<file path="src/rtl/pll_seq_pkg.sv">
package pll_seq_pkg;

  localparam int CTL_W      = 64;
  localparam int DOUT_W     = 7;
  localparam int LOOP_W     = 9;
  localparam int DREF_W     = 7;
  localparam int DOUT_LSB   = 0;
  localparam int LOOP_LSB   = 21;
  localparam int DREF_LSB   = 32;
  localparam int LOCK_BIT   = 39;
  localparam int OUTSEL_BIT = 40;
  localparam int LATCH_BIT  = 43;
  localparam int BYP_BIT    = 44;
  localparam int PDN_BIT    = 45;

  typedef enum logic [3:0] {
    ST_IDLE,
    ST_BYP,
    ST_GATE,
    ST_PDN,
    ST_LATCH,
    ST_DIVW,
    ST_UNLATCH,
    ST_PUP,
    ST_SETTLE,
    ST_POLL,
    ST_OUTEN,
    ST_UNBYP
  } seq_state_e;

  typedef enum logic [3:0] {
    OP_NONE,
    OP_BYP_SET,
    OP_OUT_CLR,
    OP_PDN_SET,
    OP_LATCH_SET,
    OP_DIV_WR,
    OP_LATCH_CLR,
    OP_PDN_CLR,
    OP_OUT_SET,
    OP_BYP_CLR
  } ctl_op_e;

endpackage

</file>
<file path="src/rtl/pll_seq_timer.sv">
module pll_seq_timer #(
  parameter int WIDTH = 12
) (
  input  logic             clk,
  input  logic             rst_n,
  input  logic             clr_i,
  input  logic             en_i,
  output logic [WIDTH-1:0] cnt_o
);

  logic [WIDTH-1:0] cnt_q;
  logic [WIDTH-1:0] cnt_d;
  logic             cnt_we;

  always_comb begin
    cnt_we = clr_i | en_i;
    cnt_d  = cnt_q;
    if (clr_i) begin
      cnt_d = '0;
    end else if (en_i) begin
      cnt_d = cnt_q + WIDTH'(1);
    end
  end

  always_ff @(posedge clk or negedge rst_n) begin
    if (!rst_n) begin
      cnt_q <= '0;
    end else if (cnt_we) begin
      cnt_q <= cnt_d;
    end
  end

  assign cnt_o = cnt_q;

endmodule

</file>
<file path="src/rtl/pll_seq_fsm.sv">
module pll_seq_fsm
  import pll_seq_pkg::*;
#(
  parameter int SETTLE_CYC = 500,
  parameter int POLL_LIMIT = 2000,
  parameter int CNT_W      = 12
) (
  input  logic              clk,
  input  logic              rst_n,
  input  logic              start_i,
  input  logic              lock_i,
  input  logic [DREF_W-1:0] dref_i,
  input  logic [LOOP_W-1:0] loop_i,
  input  logic [DOUT_W-1:0] dout_i,
  input  logic [CNT_W-1:0]  cnt_i,
  output logic              cnt_clr_o,
  output logic              cnt_en_o,
  output ctl_op_e           op_o,
  output logic [DREF_W-1:0] dref_o,
  output logic [LOOP_W-1:0] loop_o,
  output logic [DOUT_W-1:0] dout_o,
  output logic              busy_o,
  output logic              done_o,
  output logic              timeout_o
);

  localparam logic [CNT_W-1:0] SETTLE_LAST = CNT_W'(SETTLE_CYC - 1);
  localparam logic [CNT_W-1:0] POLL_LAST   = CNT_W'(POLL_LIMIT - 1);

  seq_state_e        state_q, state_d;
  logic              timeout_q, timeout_d;
  logic              done_q, done_d;
  logic              cap_en;
  logic [DREF_W-1:0] dref_q;
  logic [LOOP_W-1:0] loop_q;
  logic [DOUT_W-1:0] dout_q;

  always_comb begin
    state_d   = state_q;
    timeout_d = timeout_q;
    done_d    = 1'b0;
    cap_en    = 1'b0;
    op_o      = OP_NONE;
    unique case (state_q)
      ST_IDLE: begin
        if (start_i) begin
          state_d   = ST_BYP;
          cap_en    = 1'b1;
          timeout_d = 1'b0;
        end
      end
      ST_BYP: begin
        op_o    = OP_BYP_SET;
        state_d = ST_GATE;
      end
      ST_GATE: begin
        op_o    = OP_OUT_CLR;
        state_d = ST_PDN;
      end
      ST_PDN: begin
        op_o    = OP_PDN_SET;
        state_d = ST_LATCH;
      end
      ST_LATCH: begin
        op_o    = OP_LATCH_SET;
        state_d = ST_DIVW;
      end
      ST_DIVW: begin
        op_o    = OP_DIV_WR;
        state_d = ST_UNLATCH;
      end
      ST_UNLATCH: begin
        op_o    = OP_LATCH_CLR;
        state_d = ST_PUP;
      end
      ST_PUP: begin
        op_o    = OP_PDN_CLR;
        state_d = ST_SETTLE;
      end
      ST_SETTLE: begin
        if (cnt_i == SETTLE_LAST) begin
          state_d = ST_POLL;
        end
      end
      ST_POLL: begin
        if (lock_i) begin
          state_d = ST_OUTEN;
        end else if (cnt_i == POLL_LAST) begin
          state_d   = ST_OUTEN;
          timeout_d = 1'b1;
        end
      end
      ST_OUTEN: begin
        op_o    = OP_OUT_SET;
        state_d = ST_UNBYP;
      end
      ST_UNBYP: begin
        op_o    = OP_BYP_CLR;
        state_d = ST_IDLE;
        done_d  = 1'b1;
      end
      default: state_d = ST_IDLE;
    endcase
  end

  assign cnt_clr_o = (state_d != state_q);
  assign cnt_en_o  = (state_q == ST_SETTLE) || (state_q == ST_POLL);

  always_ff @(posedge clk or negedge rst_n) begin
    if (!rst_n) begin
      state_q   <= ST_IDLE;
      timeout_q <= 1'b0;
      done_q    <= 1'b0;
    end else begin
      state_q   <= state_d;
      timeout_q <= timeout_d;
      done_q    <= done_d;
    end
  end

  always_ff @(posedge clk or negedge rst_n) begin
    if (!rst_n) begin
      dref_q <= '0;
      loop_q <= '0;
      dout_q <= '0;
    end else if (cap_en) begin
      dref_q <= dref_i;
      loop_q <= loop_i;
      dout_q <= dout_i;
    end
  end

  assign dref_o    = dref_q;
  assign loop_o    = loop_q;
  assign dout_o    = dout_q;
  assign busy_o    = (state_q != ST_IDLE);
  assign done_o    = done_q;
  assign timeout_o = timeout_q;


  settle_len_chk: assert property (@(posedge clk) disable iff (!rst_n)
    (state_q == ST_SETTLE) ##1 (state_q == ST_POLL) |-> ($past(cnt_i) == SETTLE_LAST));


  lock_exit_chk: assert property (@(posedge clk) disable iff (!rst_n)
    (state_q == ST_POLL && lock_i) |=> (state_q == ST_OUTEN && !timeout_q));


  timeout_rise_chk: assert property (@(posedge clk) disable iff (!rst_n)
    $rose(timeout_q) |-> (state_q == ST_OUTEN && !$past(lock_i)));


  done_single_chk: assert property (@(posedge clk) disable iff (!rst_n)
    done_q |=> !done_q);


  timeout_clear_chk: assert property (@(posedge clk) disable iff (!rst_n)
    (state_q == ST_IDLE && start_i) |=> !timeout_q);


  busy_hold_chk: assert property (@(posedge clk) disable iff (!rst_n)
    (state_q != ST_IDLE) |=> ($stable(dref_q) && $stable(loop_q) && $stable(dout_q)));

endmodule

</file>
<file path="src/rtl/pll_ctl_image.sv">
module pll_ctl_image
  import pll_seq_pkg::*;
(
  input  logic              clk,
  input  logic              rst_n,
  input  ctl_op_e           op_i,
  input  logic [DREF_W-1:0] dref_i,
  input  logic [LOOP_W-1:0] loop_i,
  input  logic [DOUT_W-1:0] dout_i,
  output logic [CTL_W-1:0]  ctl_o
);

  logic [DREF_W-1:0] dref_q, dref_d;
  logic [LOOP_W-1:0] loop_q, loop_d;
  logic [DOUT_W-1:0] dout_q, dout_d;
  logic              outsel_q, outsel_d;
  logic              latch_q, latch_d;
  logic              byp_q, byp_d;
  logic              pdn_q, pdn_d;
  logic              img_we;

  always_comb begin
    dref_d   = dref_q;
    loop_d   = loop_q;
    dout_d   = dout_q;
    outsel_d = outsel_q;
    latch_d  = latch_q;
    byp_d    = byp_q;
    pdn_d    = pdn_q;
    img_we   = (op_i != OP_NONE);
    unique case (op_i)
      OP_BYP_SET:   byp_d    = 1'b1;
      OP_OUT_CLR:   outsel_d = 1'b0;
      OP_PDN_SET:   pdn_d    = 1'b1;
      OP_LATCH_SET: latch_d  = 1'b1;
      OP_DIV_WR: begin
        dref_d = dref_i;
        loop_d = loop_i;
        dout_d = dout_i;
      end
      OP_LATCH_CLR: latch_d  = 1'b0;
      OP_PDN_CLR:   pdn_d    = 1'b0;
      OP_OUT_SET:   outsel_d = 1'b1;
      OP_BYP_CLR:   byp_d    = 1'b0;
      default: ;
    endcase
  end

  always_ff @(posedge clk or negedge rst_n) begin
    if (!rst_n) begin
      dref_q   <= '0;
      loop_q   <= '0;
      dout_q   <= '0;
      outsel_q <= 1'b0;
      latch_q  <= 1'b0;
      byp_q    <= 1'b0;
      pdn_q    <= 1'b0;
    end else if (img_we) begin
      dref_q   <= dref_d;
      loop_q   <= loop_d;
      dout_q   <= dout_d;
      outsel_q <= outsel_d;
      latch_q  <= latch_d;
      byp_q    <= byp_d;
      pdn_q    <= pdn_d;
    end
  end

  always_comb begin
    ctl_o = '0;
    ctl_o[DOUT_LSB +: DOUT_W] = dout_q;
    ctl_o[LOOP_LSB +: LOOP_W] = loop_q;
    ctl_o[DREF_LSB +: DREF_W] = dref_q;
    ctl_o[OUTSEL_BIT]         = outsel_q;
    ctl_o[LATCH_BIT]          = latch_q;
    ctl_o[BYP_BIT]            = byp_q;
    ctl_o[PDN_BIT]            = pdn_q;
  end


  one_field_chk: assert property (@(posedge clk) disable iff (!rst_n)
    $countones({ (dref_q != $past(dref_q)) || (loop_q != $past(loop_q)) || (dout_q != $past(dout_q)),
                 outsel_q != $past(outsel_q),
                 latch_q  != $past(latch_q),
                 byp_q    != $past(byp_q),
                 pdn_q    != $past(pdn_q) }) <= 1);


  latch_window_chk: assert property (@(posedge clk) disable iff (!rst_n)
    $rose(latch_q) |-> (pdn_q && byp_q && !outsel_q));

endmodule

</file>
<file path="src/rtl/pll_freq_calc.sv">
module pll_freq_calc
  import pll_seq_pkg::*;
#(
  parameter int REF_KHZ = 100000,
  parameter int FREQ_W  = 32
) (
  input  logic [DREF_W-1:0] dref_i,
  input  logic [LOOP_W-1:0] loop_i,
  input  logic [DOUT_W-1:0] dout_i,
  output logic [FREQ_W-1:0] freq_o
);

  logic [FREQ_W-1:0] per_ref;
  logic [FREQ_W-1:0] vco;

  always_comb begin
    per_ref = '0;
    vco     = '0;
    freq_o  = '0;
    if ((dref_i != '0) && (dout_i != '0)) begin
      per_ref = FREQ_W'(REF_KHZ) / FREQ_W'(dref_i);
      vco     = per_ref * FREQ_W'(loop_i);
      freq_o  = vco / FREQ_W'(dout_i);
    end
  end

endmodule

</file>
<file path="src/rtl/pll_reprog_seq.sv">
module pll_reprog_seq
  import pll_seq_pkg::*;
#(
  parameter int CLK_KHZ    = 250000,
  parameter int SETTLE_NS  = 2000,
  parameter int POLL_LIMIT = 2000,
  parameter int REF_KHZ    = 100000,
  parameter int FREQ_W     = 32
) (
  input  logic              clk,
  input  logic              rst_n,
  input  logic              start_i,
  input  logic [6:0]        div_ref_i,
  input  logic [8:0]        loopc_i,
  input  logic [6:0]        div_out_i,
  input  logic              lock_i,
  output logic [63:0]       ctl_o,
  output logic              busy_o,
  output logic              done_o,
  output logic              timeout_o,
  output logic [FREQ_W-1:0] freq_khz_o
);

  localparam longint SETTLE_RAW =
    (longint'(CLK_KHZ) * longint'(SETTLE_NS) + 64'sd999999) / 64'sd1000000;
  localparam int SETTLE_CYC = (SETTLE_RAW < 1) ? 1 : int'(SETTLE_RAW);
  localparam int MAX_WAIT   = (SETTLE_CYC > POLL_LIMIT) ? SETTLE_CYC : POLL_LIMIT;
  localparam int CNT_W      = $clog2(MAX_WAIT + 1);
  localparam logic [CTL_W-1:0] USED_MASK =
      (CTL_W'((1 << DOUT_W) - 1) << DOUT_LSB)
    | (CTL_W'((1 << LOOP_W) - 1) << LOOP_LSB)
    | (CTL_W'((1 << DREF_W) - 1) << DREF_LSB)
    | (CTL_W'(1) << OUTSEL_BIT)
    | (CTL_W'(1) << LATCH_BIT)
    | (CTL_W'(1) << BYP_BIT)
    | (CTL_W'(1) << PDN_BIT);

  logic              cnt_clr;
  logic              cnt_en;
  logic [CNT_W-1:0]  cnt;
  ctl_op_e           op;
  logic [DREF_W-1:0] hold_dref;
  logic [LOOP_W-1:0] hold_loop;
  logic [DOUT_W-1:0] hold_dout;
  logic [CTL_W-1:0]  ctl;

  pll_seq_timer #(
    .WIDTH (CNT_W)
  ) u_timer (
    .clk   (clk),
    .rst_n (rst_n),
    .clr_i (cnt_clr),
    .en_i  (cnt_en),
    .cnt_o (cnt)
  );

  pll_seq_fsm #(
    .SETTLE_CYC (SETTLE_CYC),
    .POLL_LIMIT (POLL_LIMIT),
    .CNT_W      (CNT_W)
  ) u_fsm (
    .clk       (clk),
    .rst_n     (rst_n),
    .start_i   (start_i),
    .lock_i    (lock_i),
    .dref_i    (div_ref_i),
    .loop_i    (loopc_i),
    .dout_i    (div_out_i),
    .cnt_i     (cnt),
    .cnt_clr_o (cnt_clr),
    .cnt_en_o  (cnt_en),
    .op_o      (op),
    .dref_o    (hold_dref),
    .loop_o    (hold_loop),
    .dout_o    (hold_dout),
    .busy_o    (busy_o),
    .done_o    (done_o),
    .timeout_o (timeout_o)
  );

  pll_ctl_image u_image (
    .clk    (clk),
    .rst_n  (rst_n),
    .op_i   (op),
    .dref_i (hold_dref),
    .loop_i (hold_loop),
    .dout_i (hold_dout),
    .ctl_o  (ctl)
  );

  pll_freq_calc #(
    .REF_KHZ (REF_KHZ),
    .FREQ_W  (FREQ_W)
  ) u_freq (
    .dref_i (ctl[DREF_LSB +: DREF_W]),
    .loop_i (ctl[LOOP_LSB +: LOOP_W]),
    .dout_i (ctl[DOUT_LSB +: DOUT_W]),
    .freq_o (freq_khz_o)
  );

  assign ctl_o = ctl;


  reserved_zero_chk: assert property (@(posedge clk) disable iff (!rst_n)
    ((ctl_o & ~USED_MASK) == '0));


  done_final_chk: assert property (@(posedge clk) disable iff (!rst_n)
    done_o |-> (ctl_o[OUTSEL_BIT] && !ctl_o[BYP_BIT] && !ctl_o[PDN_BIT] && !busy_o));


  unbyp_order_chk: assert property (@(posedge clk) disable iff (!rst_n)
    $fell(ctl_o[BYP_BIT]) |-> $past(ctl_o[OUTSEL_BIT]));

endmodule

</file>
<file path="config.mk">
export PLATFORM = sky130hd
export DESIGN_NAME = pll_reprog_seq
export DESIGN_NICKNAME = d
export VERILOG_FILES = /design/src/rtl/pll_seq_pkg.sv /design/src/rtl/pll_seq_timer.sv /design/src/rtl/pll_seq_fsm.sv /design/src/rtl/pll_ctl_image.sv /design/src/rtl/pll_freq_calc.sv /design/src/rtl/pll_reprog_seq.sv
export SDC_FILE = /design/constraint.sdc
export NUM_CORES = 1
export LEC_CHECK = 0
export BUFFER_PORTS_ARGS = -buffer_cell sky130_fd_sc_hd__buf_2
export CAP_MARGIN = 20
export CORE_MARGIN = 2
export CORE_UTILIZATION = 45
export CTS_BUF_LIST = sky130_fd_sc_hd__clkbuf_4 sky130_fd_sc_hd__clkbuf_8
export DETAILED_ROUTE_END_ITERATION = 16
export HOLD_SLACK_MARGIN = 0.03
export PLACE_DENSITY = 0.57
export RECOVER_POWER = 25
export SLEW_MARGIN = 20
export SYNTH_ARGS = -nofsm -noshare
export SYNTH_HDL_FRONTEND = slang
export SYNTH_SLANG_ARGS = --single-unit
</file>
<file path="constraint.sdc">
create_clock -name clk -period 336.5 [get_ports clk]
set_input_delay 33.65 -clock clk [delete_from_list [all_inputs] [get_ports clk]]
set_output_delay 33.65 -clock clk [all_outputs]
set_load 0.02 [all_outputs]
</file>
Yosys cells after proc, flatten, opt, wreduce, memory -nomap -nowiden
Cells that the tools add are included.

Register bits: 67. Input port bits: 27.

Div/mod/pow operators: 2. Multipliers: 1. Mux-type cells: 20. Add/subtract/negate cells: 1. Reduce and logical (&&, ||, !) cells: 20. Equal/unequal tests: 26. Bitwise operators: 1.

Operators by type and width (count): $pmux 4 s11 (1); $pmux 4 s9 (1); $div 17x7->32 const A (1); $div 32x7->32 (1); $eq 4x3->1 const B (8); $mul 32x9->32 (1); $mux 32 (1); $eq 4x4->1 const B (6); $mux 11 (2); $eq 4x2->1 const B (4); $mux 4 (4); $reduce_bool 7->1 (2); $reduce_and 2->1 (6); $reduce_bool 2->1 (6); $add 11x1->11 const B (1); $eq 11x11->1 const B (1); $eq 11x9->1 const B (1); $pmux 1 s2 (5); $eq 4x1->1 const B (2); $reduce_bool 4->1 (2); $mux 1 (6); $logic_not 4->1 (1); $ne 2x2->1 const B (2); $ne 4x4->1 (1); 5 further kinds (5).

Longest topological paths before layout
Word-level depth: 7. Gate-level depth with buffers: 944. Mapped depth without buffers: 856.

Modules after synthesis
A second synthesis with hierarchy kept.

Cells, all modules: 7770. Area total of the unflattened synthesis: 58464.8 sq um.

Modules (own cells, without submodules): pll_freq_calc (cells an instance 7512, times used 1, area each 55172.9 sq um); pll_ctl_image (cells an instance 108, times used 1, area each 1472.7 sq um); pll_seq_fsm (cells an instance 97, times used 1, area each 1275.0 sq um); pll_seq_timer (cells an instance 53, times used 1, area each 544.3 sq um).

Worst setup path before layout
OpenSTA, ideal clock, no wires.

Path type: reg-to-output. From: register u_image.dref_q[0]. To: output port freq_khz_o[0]. Path slack: 142376 ps. Data required time: 302850 ps. Data arrival time: 160474 ps. Stages on the path, launching flop included: 900. Path through: dfrtp_1 > buf_4 > clkbuf_1 > inv_2 > clkbuf_1 > clkbuf_1 > buf_1 > buf_1 > ha_1 > buf_4 > buf_6 > nor3b_1 > and2_1 > ha_1 > nor3b_1 > a22oi_1 > nor2_1 > ha_1 > (+864 left out) > nand2_2 > buf_4 > nor2_1 > a21oi_1 > ha_1 > a21o_1 > a21oi_1 > nor2b_1 > o21ai_0 > nand2b_1 > a21oi_1 > nor2b_1 > a2111oi_0 > nand4_1 > or4b_1 > a311o_1 > nor4_1 > a31oi_1.

Longest elaborated chain between the ends: 4. Elaborated cells between the ends (all ways): 6. Classes of those cells: mul: 1; div: 2; mux: 1; reduce/logical: 2.

Ends and longest elaborated chain: start: declaration (line pll_ctl_image.sv:13) `logic [DREF_W-1:0] dref_q, dref_d;`; start signal: assignment (line pll_ctl_image.sv:59) `dref_q <= dref_d;`; $div 17x7->32 (line pll_freq_calc.sv:21) `per_ref = FREQ_W'(REF_KHZ) / FREQ_W'(dref_i);`; $mul 32x9->32 (line pll_freq_calc.sv:22) `vco = per_ref * FREQ_W'(loop_i);`; $div 32x7->32 (line pll_freq_calc.sv:23) `freq_o = vco / FREQ_W'(dout_i);`; $mux 32 * (line pll_freq_calc.sv:20) `if ((dref_i != '0) && (dout_i != '0)) begin`; end: declaration (line pll_reprog_seq.sv:21) `output logic [FREQ_W-1:0] freq_khz_o`.

Mark *: on every way between the ends. The rest lies on a longest branch, timed or not.

==> key figures <==
Run status
  • Status: finished, violations left
  • Failing checks: capacitance limit, slew limit

Worst hold path
  • HP Class: reg2reg
  • Worst Hold Depth: 2

Synth
  • Area leader, netlist: ha_1
  • Synth area leaders: ha_1 9.4%, fa_1 6.5%, xnor2_1 5.1%
  • Async set-reset flop share out of synthesis: 100%
  • Synthesized instance count: 7393
  • Synth unique cells: between 150 and 200
  • Yosys warns: 0
  • Main synth FF type: dfrtp_1
  • Sequential-to-total area share from yosys stat: 3.03%
  • Synth Area per Inst: 7.48 µm²
  • Post-synth EDFFs: 0
  • Post-Syn Area: between 50000 and 60000 µm²
  • Post-synth top area share: 9.44%
  • Count of state elements after synthesis: 67

Pwr
  • Leak: ~23 nW
  • Max rail drop VDD: between 0.0015 and 0.002 mV
  • PwrDens: 0.274 nW/µm²

Clock tree
  • Total CTS buffers: 9
  • CTS H-Tree Depth: 3
  • CTS tree: yes
  • Reg clk slew, reported paths: roughly 80 ps
  • Worst skew pair latency: 340 ps
  • Clock Tree Root: clkbuf_8
  • CTS sink count: 67
  • Resized Gates After CTS: 0
  • Postcts setup bufs: 0
  • Worst-case clock buffer depth: 2
  • Hold-fix buffers, CTS: 0

GRT
  • Total GRT Usage: roughly a quarter
  • First-pass GRT wire length: 283000 µm
  • Grt ovf: 0
  • Vias in the first global route: 53600
  • Antenna violations before repair: 2
  • Largest net degree at the start of global routing: 68

Worst setup path
  • Critical path required time: 302850 ps
  • Worst path top cell family by delay: compound AO/OA/AOI/OAI gates
  • Worst-path maximum fanout: 56
  • Peak per-stage delay on the critical path: between 700 and 800 ps
  • CP dominant cell by count: a21oi_1
  • Critical Path AT: 185020 ps
  • Worst setup SP type: flip-flop
  • Cell count of the worst reg-to-reg path: 3
  • CP startpoint: u_image.dref_q[0]$_DFFE_PN0P_
  • WS Path Type: reg2out
  • WP depth: 1095
  • Flop2flop setup slack: 333490 ps
  • Worst Path Buf+Inv: 117
  • Crit end category: output port
  • Worst setup endpoint: freq_khz_o[0]
  • Worst R2R Start: u_fsm.state_q[3]$_DFF_PN0_
  • Critical register-to-register path endpoint: u_image.dref_q[1]$_DFFE_PN0P_
  • Critical path's slowest cell: or4_1

STA
  • Normalized max-slew margin: -141%
  • Setup TNS Final: 0 ps
  • RSZ-0062 raised after global routing: no
  • F_max: 4.57 MHz
  • Slew @ Worst Pin: roughly 3600 ps
  • Hold Fails Final Rpt: 0
  • Fin. max-slew vios: 68
  • Worst clock skew: 8.64 ps
  • Crit path time final: 218680 ps
  • Tcrit/Tclk final: around two thirds
  • Worst Slack Setup Final: about 120000 ps
  • Setup-failing EPs final: 0

Drt
  • Antenna Nets Post-Route: 0
  • Vias per Instance: 6.28
  • Avg WL per Cell: roughly 19 µm
  • DRC viols: 0
  • Number of DRC markers in iteration 0: 3869
  • Final WL: 174000 µm
  • Vias: approximately 56000
  • 1st-pass router iterations: 6

Final layout
  • Layout Area Growth over Synthesis: 2.30%
  • Share of layout cells above drive strength 1: 12.6%
  • Layout net count: 7902
  • Final non-filler cell total: between 8000 and 9000
  • Final core utilization: a little under half

Placement
  • DP HPWL: 142000 µm
  • Port bufs: 88
  • Placement Setup Slack: around 120000 ps
  • Routability Congestion: 0.926
  • # placed instances: approximately 8900

Job
  • Maxcap violations: 1

Floorplanning
  • IO Pins: about 130
  • Starting Density: 45.3%
  • Die height: 354 µm
  • Die span in x: roughly 350 µm
  • Row count: 128
  • Core Area: approximately 120000 µm²
  • Die area: roughly 130000 µm²
[cell usage after synthesis, types with 131 or more instances]
master    number
xor2_1       206
ha_1         417
fa_1         179
xnor2_1      324
o21a_1       165
nand2_1      652
nor2_1       683
a21o_1       164
clkbuf_1     131
nand3_1      211
a21oi_1      503
and2_1       150
nor3_1       262
o21ai_0      250
inv_1        320
[worst min-delay path by stage]
stage | startpoint | end | slack (ps)
after CTS | u_fsm.dref_o[2]$_DFFE_PN0P_ | u_image.dref_q[2]$_DFFE_PN0P_ | 480
after detailed placement | u_fsm.dref_o[2]$_DFFE_PN0P_ | u_image.dref_q[2]$_DFFE_PN0P_ | 460
after floorplan | u_fsm.dout_o[0]$_DFFE_PN0P_ | u_image.dout_q[0]$_DFFE_PN0P_ | 440
after global placement | u_fsm.dref_o[3]$_DFFE_PN0P_ | u_image.dref_q[3]$_DFFE_PN0P_ | 460
final | u_fsm.dref_o[2]$_DFFE_PN0P_ | u_image.dref_q[2]$_DFFE_PN0P_ | 480
after global routing | u_fsm.dout_o[3]$_DFFE_PN0P_ | u_image.dout_q[3]$_DFFE_PN0P_ | 520
[per-stage QoR]
| step | total power, mW | hold WS (ps) | instance area [µm²] |
|---|---|---|---|
| global placement | 0.00894 | 457 | 56300 |
| finish | 0.0155 | 476 | 56500 |
| global route | 0.0161 | 516 | 56500 |
| CTS | 0.0156 | 479 | 56500 |
| detailed placement | 0.00894 | 462 | 56400 |
| floorplan | 0.00893 | 444 | 55400 |
[kinds of logic (layout without fill, tap and decap cells)]
logic type	Yosys count	after routing	share of synthesized area (%)
AO/OA/AOI/OAI	2259	2259	30.7
multiplexers	231	231	4.73
other	1	38	0.00679
AND/OR/NAND/NOR	3038	3038	30.1
buffers and inverters	639	494	5.92
XOR/XNOR	557	557	9.47
adder cells (fa/ha/maj)	601	601	16.0
flip-flops	67	67	3.03
[where the power goes]
part | total [mW] | internal (mW) | switching [mW]
registers | 0.00805 | 0.00805 | 0
clock network | 0.00670 | 0.00357 | 0.00314
logic | 0.000722 | 0.000114 | 0.000586
total | 0.0155 | 0.0117 | 0.00372
[layout make-up]
cell class                      instances  area [µm²]
Clock buffer                           11         139
Timing Repair Buffer                  154         927
Clock inverter                          5        53.8
Fill cell                           12500       65300
Tap cell                             1625        2030
Antenna cell                            1        2.50
Inverter                              324        1230
Sequential cell                        67        1680
Multi-Input combinational cell       6723       50500
[worst register-to-register path, delay by kind of cell (launching register included)]
| kind | cells | cell delay, ps |
|---|---|---|
| and+or+nand+nor | 1 | 830 |
| buffers and inverters | 1 | 1030 |
| AOI/OAI and AO/OA | 1 | 380 |
| DFF | 1 | 560 |
[cell usage in the layout (no fill, tap or decap), types with 63 or more instances in the layout]
master / count
and3_1: 63
o21a_1: 165
nor3_1: 262
inv_1: 320
nand4_1: 112
nor4_1: 85
nor2b_1: 73
o211ai_1: 71
buf_4: 64
nand2b_1: 99
xnor2_1: 324
and2_1: 150
fa_1: 179
nand2_1: 652
ha_1: 417
xor2_1: 206
mux2_2: 114
a21oi_1: 503
buf_2: 87
nand3_1: 211
mux2i_1: 80
dfrtp_1: 66
a21o_1: 164
a31oi_1: 87
nor2_1: 683
o31ai_1: 89
or3_1: 82
a211oi_1: 79
o21ai_0: 250
[state kept, by name (all words and copies together), names as in the netlist, 4 cells and up]
register,count
u_fsm.dout_o,7
u_fsm.dref_o,7
u_fsm.loop_o,9
u_fsm.state_q,4
u_image.dout_q,7
u_image.dref_q,7
u_image.loop_q,9
u_timer.cnt_o,11
[per-layer routing]
metal	vias up	share of wire, %	GRT usage (%)
li1	27500	-	-
met1	27000	47	35.8
met2	1302	48	47.1
met3	190	3.5	1.09
met4	0	1.7	4.72
met5	-	0	0
Power figures use the tool's default switching activity.
